**src/rtl/flash_cmd_pkg.sv**
```systemverilog
package flash_cmd_pkg;
  typedef enum logic [1:0] {
    MODE_ARRAY  = 2'd0,
    MODE_STATUS = 2'd1,
    MODE_SETUP  = 2'd2
  } mode_t;

  localparam logic [7:0] CMD_SETUP   = 8'h20;
  localparam logic [7:0] CMD_CONFIRM = 8'hD0;
  localparam logic [7:0] CMD_ARRAY   = 8'hFF;
  localparam logic [7:0] CMD_CLEAR   = 8'h50;
  localparam logic [7:0] CMD_STATUS  = 8'h70;

  localparam int SR_LOCK  = 1;
  localparam int SR_VPP   = 3;
  localparam int SR_SEQ   = 4;
  localparam int SR_ERASE = 5;
  localparam int SR_READY = 7;
endpackage

```
**src/rtl/flash_seq_fsm.sv**
```systemverilog
module flash_seq_fsm
  import flash_cmd_pkg::*;
#(
  parameter int ADDR_W = 8,
  parameter int BLK_W  = 4,
  localparam int NBLK  = 1 << BLK_W
) (
  input  logic              clk,
  input  logic              rst,
  input  logic              wr_en,
  input  logic [ADDR_W-1:0] wr_addr,
  input  logic [7:0]        wr_data,
  input  logic              busy,
  input  logic              vpp_ok,
  input  logic [NBLK-1:0]   lock_mask,
  output mode_t             mode,
  output logic [6:0]        err,
  output logic              start,
  output logic [BLK_W-1:0]  start_blk
);
  logic accept;
  logic confirm;
  logic blk_locked;

  assign accept     = wr_en && !busy;
  assign start_blk  = wr_addr[ADDR_W-1 -: BLK_W];
  assign blk_locked = lock_mask[start_blk];
  assign confirm    = accept && (mode == MODE_SETUP) && (wr_data == CMD_CONFIRM);
  assign start      = confirm && !blk_locked && vpp_ok;

  always_ff @(posedge clk) begin
    if (rst) begin
      mode <= MODE_ARRAY;
      err  <= '0;
    end else if (accept) begin
      if (mode == MODE_SETUP) begin
        mode <= MODE_STATUS;
        if (wr_data == CMD_CONFIRM) begin
          if (blk_locked) begin
            err[SR_LOCK]  <= 1'b1;
            err[SR_ERASE] <= 1'b1;
          end
          if (!vpp_ok) begin
            err[SR_VPP]   <= 1'b1;
            err[SR_ERASE] <= 1'b1;
          end
        end else begin
          err[SR_SEQ]   <= 1'b1;
          err[SR_ERASE] <= 1'b1;
        end
      end else begin
        case (wr_data)
          CMD_SETUP:  mode <= MODE_SETUP;
          CMD_ARRAY:  mode <= MODE_ARRAY;
          CMD_STATUS: mode <= MODE_STATUS;
          CMD_CLEAR: begin
            err[SR_LOCK]  <= 1'b0;
            err[SR_VPP]   <= 1'b0;
            err[SR_SEQ]   <= 1'b0;
            err[SR_ERASE] <= 1'b0;
          end
          default: ;
        endcase
      end
    end
  end
endmodule

```
**src/rtl/flash_erase_timer.sv**
```systemverilog
module flash_erase_timer #(
  parameter int BUSY_CYC = 16,
  parameter int BLK_W    = 4,
  localparam int CNT_W   = $clog2(BUSY_CYC + 1)
) (
  input  logic             clk,
  input  logic             rst,
  input  logic             start,
  input  logic [BLK_W-1:0] start_blk,
  output logic             busy,
  output logic             done,
  output logic [BLK_W-1:0] done_blk
);
  logic [CNT_W-1:0] cnt;

  assign done = busy && (cnt == '0);

  always_ff @(posedge clk) begin
    if (rst) begin
      busy     <= 1'b0;
      cnt      <= '0;
      done_blk <= '0;
    end else if (start && !busy) begin
      busy     <= 1'b1;
      cnt      <= CNT_W'(BUSY_CYC - 1);
      done_blk <= start_blk;
    end else if (busy) begin
      if (cnt == '0) busy <= 1'b0;
      else           cnt  <= cnt - 1'b1;
    end
  end
endmodule

```
**src/rtl/flash_blk_state.sv**
```systemverilog
module flash_blk_state #(
  parameter int BLK_W = 4,
  localparam int NBLK = 1 << BLK_W
) (
  input  logic             clk,
  input  logic             rst,
  input  logic             set_en,
  input  logic [BLK_W-1:0] set_blk,
  input  logic [BLK_W-1:0] rd_blk,
  output logic             rd_erased,
  output logic [NBLK-1:0]  erased
);
  assign rd_erased = erased[rd_blk];

  always_ff @(posedge clk) begin
    if (rst) erased <= '0;
    else if (set_en) erased[set_blk] <= 1'b1;
  end
endmodule

```
**src/rtl/flash_cmd_ctrl.sv**
```systemverilog
module flash_cmd_ctrl
  import flash_cmd_pkg::*;
#(
  parameter int ADDR_W   = 8,
  parameter int BLK_W    = 4,
  parameter int DATA_W   = 16,
  parameter int BUSY_CYC = 16,
  localparam int NBLK    = 1 << BLK_W
) (
  input  logic              clk,
  input  logic              rst,
  input  logic              wr_en,
  input  logic [ADDR_W-1:0] wr_addr,
  input  logic [7:0]        wr_data,
  input  logic              rd_en,
  input  logic [ADDR_W-1:0] rd_addr,
  output logic [DATA_W-1:0] rd_data,
  input  logic              vpp_ok,
  input  logic [NBLK-1:0]   lock_mask
);
  mode_t            mode_w;
  logic [6:0]       err_w;
  logic             start_w;
  logic [BLK_W-1:0] start_blk_w;
  logic             busy_w;
  logic             done_w;
  logic [BLK_W-1:0] done_blk_w;
  logic             rd_erased_w;
  logic [NBLK-1:0]  erased_w;
  logic [7:0]       status_w;

  flash_seq_fsm #(.ADDR_W(ADDR_W), .BLK_W(BLK_W)) u_fsm (
    .clk(clk), .rst(rst), .wr_en(wr_en), .wr_addr(wr_addr), .wr_data(wr_data),
    .busy(busy_w), .vpp_ok(vpp_ok), .lock_mask(lock_mask),
    .mode(mode_w), .err(err_w), .start(start_w), .start_blk(start_blk_w)
  );

  flash_erase_timer #(.BUSY_CYC(BUSY_CYC), .BLK_W(BLK_W)) u_timer (
    .clk(clk), .rst(rst), .start(start_w), .start_blk(start_blk_w),
    .busy(busy_w), .done(done_w), .done_blk(done_blk_w)
  );

  flash_blk_state #(.BLK_W(BLK_W)) u_blk (
    .clk(clk), .rst(rst), .set_en(done_w), .set_blk(done_blk_w),
    .rd_blk(rd_addr[ADDR_W-1 -: BLK_W]), .rd_erased(rd_erased_w),
    .erased(erased_w)
  );

  assign status_w = {~busy_w, err_w};

  always_ff @(posedge clk) begin
    if (rst) begin
      rd_data <= '0;
    end else if (rd_en) begin
      if (mode_w == MODE_ARRAY) rd_data <= rd_erased_w ? '1 : '0;
      else                      rd_data <= DATA_W'(status_w);
    end
  end
endmodule

```
**config.mk**
```make
export PLATFORM = sky130hd
export DESIGN_NAME = flash_cmd_ctrl
export DESIGN_NICKNAME = d
export VERILOG_FILES = /design/src/rtl/flash_cmd_pkg.sv /design/src/rtl/flash_seq_fsm.sv /design/src/rtl/flash_erase_timer.sv /design/src/rtl/flash_blk_state.sv /design/src/rtl/flash_cmd_ctrl.sv
export SDC_FILE = /design/constraint.sdc
export NUM_CORES = 1
export LEC_CHECK = 0
export BUFFER_PORTS_ARGS = -buffer_cell sky130_fd_sc_hd__clkbuf_2
export CORE_ASPECT_RATIO = 0.75
export CORE_MARGIN = 2
export CORE_UTILIZATION = 50
export DETAILED_ROUTE_END_ITERATION = 10
export PLACE_DENSITY_LB_ADDON = 0.12
export SYNTH_ARGS = -nofsm -noshare
export SYNTH_HDL_FRONTEND = slang
export SYNTH_SLANG_ARGS = --single-unit
```
**constraint.sdc**
```tcl
create_clock -name clk -period 5.4 [get_ports clk]
set_input_delay 1.08 -clock clk [delete_from_list [all_inputs] [get_ports clk]]
set_output_delay 1.08 -clock clk [all_outputs]
set_load 0.01 [all_outputs]
```
==> key figures <==
Status
  – Run status: finished clean

Routing
  – Final WL: between 3000 and 4000 microns
  – Avg WL per Cell: ~13 microns
  – Vias: 1671
  – First-pass detailed-route iteration total: 4
  – Iteration-0 DRC Markers: 93
  – Post-DRT Antenna Nets: 0
  – DRC errors left: 0
  – Vias/cell: 5.322

STA
  – Final Hold Viols: 0
  – Worst rel slew slack: 58.04%
  – Worst hold slack: 0.4674 ns
  – Fin crit share: between 40% and 50%
  – Setup_tns: 0 ns
  – Max Slew Vio Count: 0
  – Min cycle time layout: 2.543 ns
  – Clk_skew: 0.007806 ns
  – Measured slew at the worst slew-check pin: roughly 0.63 ns
  – Final setup violation count: 0
  – RSZ-0062 raised after global routing: no
  – Fmax: 0.3932 GHz

Final layout
  – Net count reported at finish: 308
  – ANT cells: 0
  – Most common cell after layout, fill and taps aside: clkbuf_2
  – Area growth from synthesis to layout: 15.41%
  – Design area: 2240 sq um
  – Layout cells sized above 1: 27.48%
  – Most frequent cells in the layout: 52 x clkbuf_2, 38 x nor2_1, 38 x dfxtp_1

Placed design
  – Post-DP Area: 2145 sq um
  – Port bufs: 52
  – Post-DP HPWL: around 3100 microns
  – Final GP Congestion: ~0.76

Yosys
  – Mapped Area: between 1500 and 2000 sq um
  – Asr flop ratio synth: 0%
  – Synthesis Warnings: 0
  – Largest cells by area after synthesis: dfxtp_1 39%, nor2_1 7.4%, mux4_2 5.8%
  – Sequential share of the synthesized area: 39.20%
  – Top FF cell, synth: dfxtp_1
  – Synth area leader: dfxtp_1
  – Syn_nets: 267
  – EDFF count, synth: 0
  – Post-synthesis cell count: 220
  – Syn avg cell area: 8.821 sq um
  – Yosys top cell area share: between 30% and 40%
  – FF+latch count, synth: 38
  – Synth cell types: between 40 and 50

Clock network
  – Sink Count: 38
  – Post-CTS setup buffer count: 0
  – Clock-pin transition on the worst setup and hold timing paths: 0.08 ns
  – CTS tree: yes
  – Cts bufs inserted: 5
  – Cells resized by post-CTS repair: 0
  – Worst-skew pair later-pin latency: around 0.29 ns
  – H-tree levels: 2
  – Clk root buf: clkbuf_8
  – Max Buffers Root-to-Sink: 2
  – Hold buffer count at cts: 0

Worst setup path
  – Crit start category: input port
  – CP Capture Type: register
  – Max Fanout on Critical Path: 7
  – Data arrival time of the critical path: ~2.7 ns
  – Critical path required time: around 5.6 ns
  – Crit Path Category: in2reg

Die
  – Initial core utilization: 52.67%
  – Die area: 4401 sq um
  – Cell row count: 19
  – Die height: 57.96 microns
  – IO Pins: a little over 60
  – Chip width: between 70 and 80 microns
  – Core Region: 3685 sq um

GRT
  – First-pass GRT wire length: 7383 microns
  – Largest net degree at the start of global routing: 31
  – Initial antenna violation count: 0
  – Total grt overflow: 0
  – Number of global-route vias before repair: 1651
  – Tot GR Track Use: 20.69%

Power and ir drop
  – Pwr dens: 238.4 nW/um^2
  – Leak Pwr: about 0.95 nW
  – VDD IR max: between 150 and 200 uV

Min path
  – Min-delay worst type: reg2reg

Job
  – Max cap viols: 0
[worst max-delay path: stages]
cell      delay, ns
clkbuf_2       0.07
and2b_1        0.22
nor3b_1        0.56
and4_1         0.47
o21ai_4        0.14
and3_1         0.18
[cell families after synthesis]
family	synth area share (%)
XOR/XNOR	1.806
AO/OA/AOI/OAI	18.12
multiplexers	11.61
AND/OR/NAND/NOR	20.18
buffers and inverters	7.801
adder cells (fa/ha/maj)	1.289
flip-flops	39.20
[per-layer routing]
layer  GRT usage (%)  vias to the layer above  wire, microns
met1           27.74                      775           1950
met2           34.31                       26           1866
li1                -                      866              -
met4           4.675                        0             25
met5               0                        -              0
met3           5.452                        4            156
[synth_stat cells, types with 5 or more instances]
cell type / instances
nor2_1: 38
buf_4: 10
mux2i_1: 9
a21oi_1: 22
dfxtp_1: 38
a31oi_1: 5
mux4_2: 5
a211oi_1: 5
nor3_1: 8
inv_1: 8
nand2_1: 10
[path summary, 6_finish.rpt]
| path | to | cells after the start | slack (ns) | from |
|---|---|---|---|---|
| setup / recovery | u_timer.cnt[4] | 6 | 2.86 | wr_en |
| hold / removal | u_blk.erased[9] | 2 | 0.47 | u_blk.erased[9] |
| setup reg to reg | u_timer.cnt[4] | 5 | 3.28 | u_timer.busy |
| hold reg to reg | u_blk.erased[9] | 2 | 0.47 | u_blk.erased[9] |
[stage by stage]
step	cells	power [W]	worst slack [ns]	utilization, %
2_1_floorplan	220	0.0003196	2.848	-
3_3_place_gp	306	0.0003398	2.587	58.20
3_5_place_dp	306	0.0003406	2.553	58.20
4_1_cts	314	0.0005416	2.865	60.78
5_1_grt	314	0.0005633	2.717	60.78
6_report	314	0.0005340	2.857	60.78
[power breakdown]
part	total (W)	internal, W	switching [W]
Sequential	0.000283	0.000282	0.00000106
Combinational	0.0000510	0.0000227	0.0000283
Clock	0.000200	0.000103	0.0000974
[flip-flops by register name (all words and copies together), names as in the netlist]
signal / flops
u_blk.erased: 16
rd_data: 6
u_timer.cnt: 5
u_fsm.err: 4
u_timer.done_blk: 4
u_fsm.mode: 2
u_timer.busy: 1
[area by class of cell]
type                            instances  area [sq um]
Multi-Input combinational cell        156          1028
Clock inverter                          2         12.51
Inverter                                8         30.03
Sequential cell                        38         760.7
Tap cell                               52         65.06
Fill cell                             347          1445
Timing Repair Buffer                   52         260.3
Clock buffer                            6         82.58
Power figures use the tool's default switching activity.
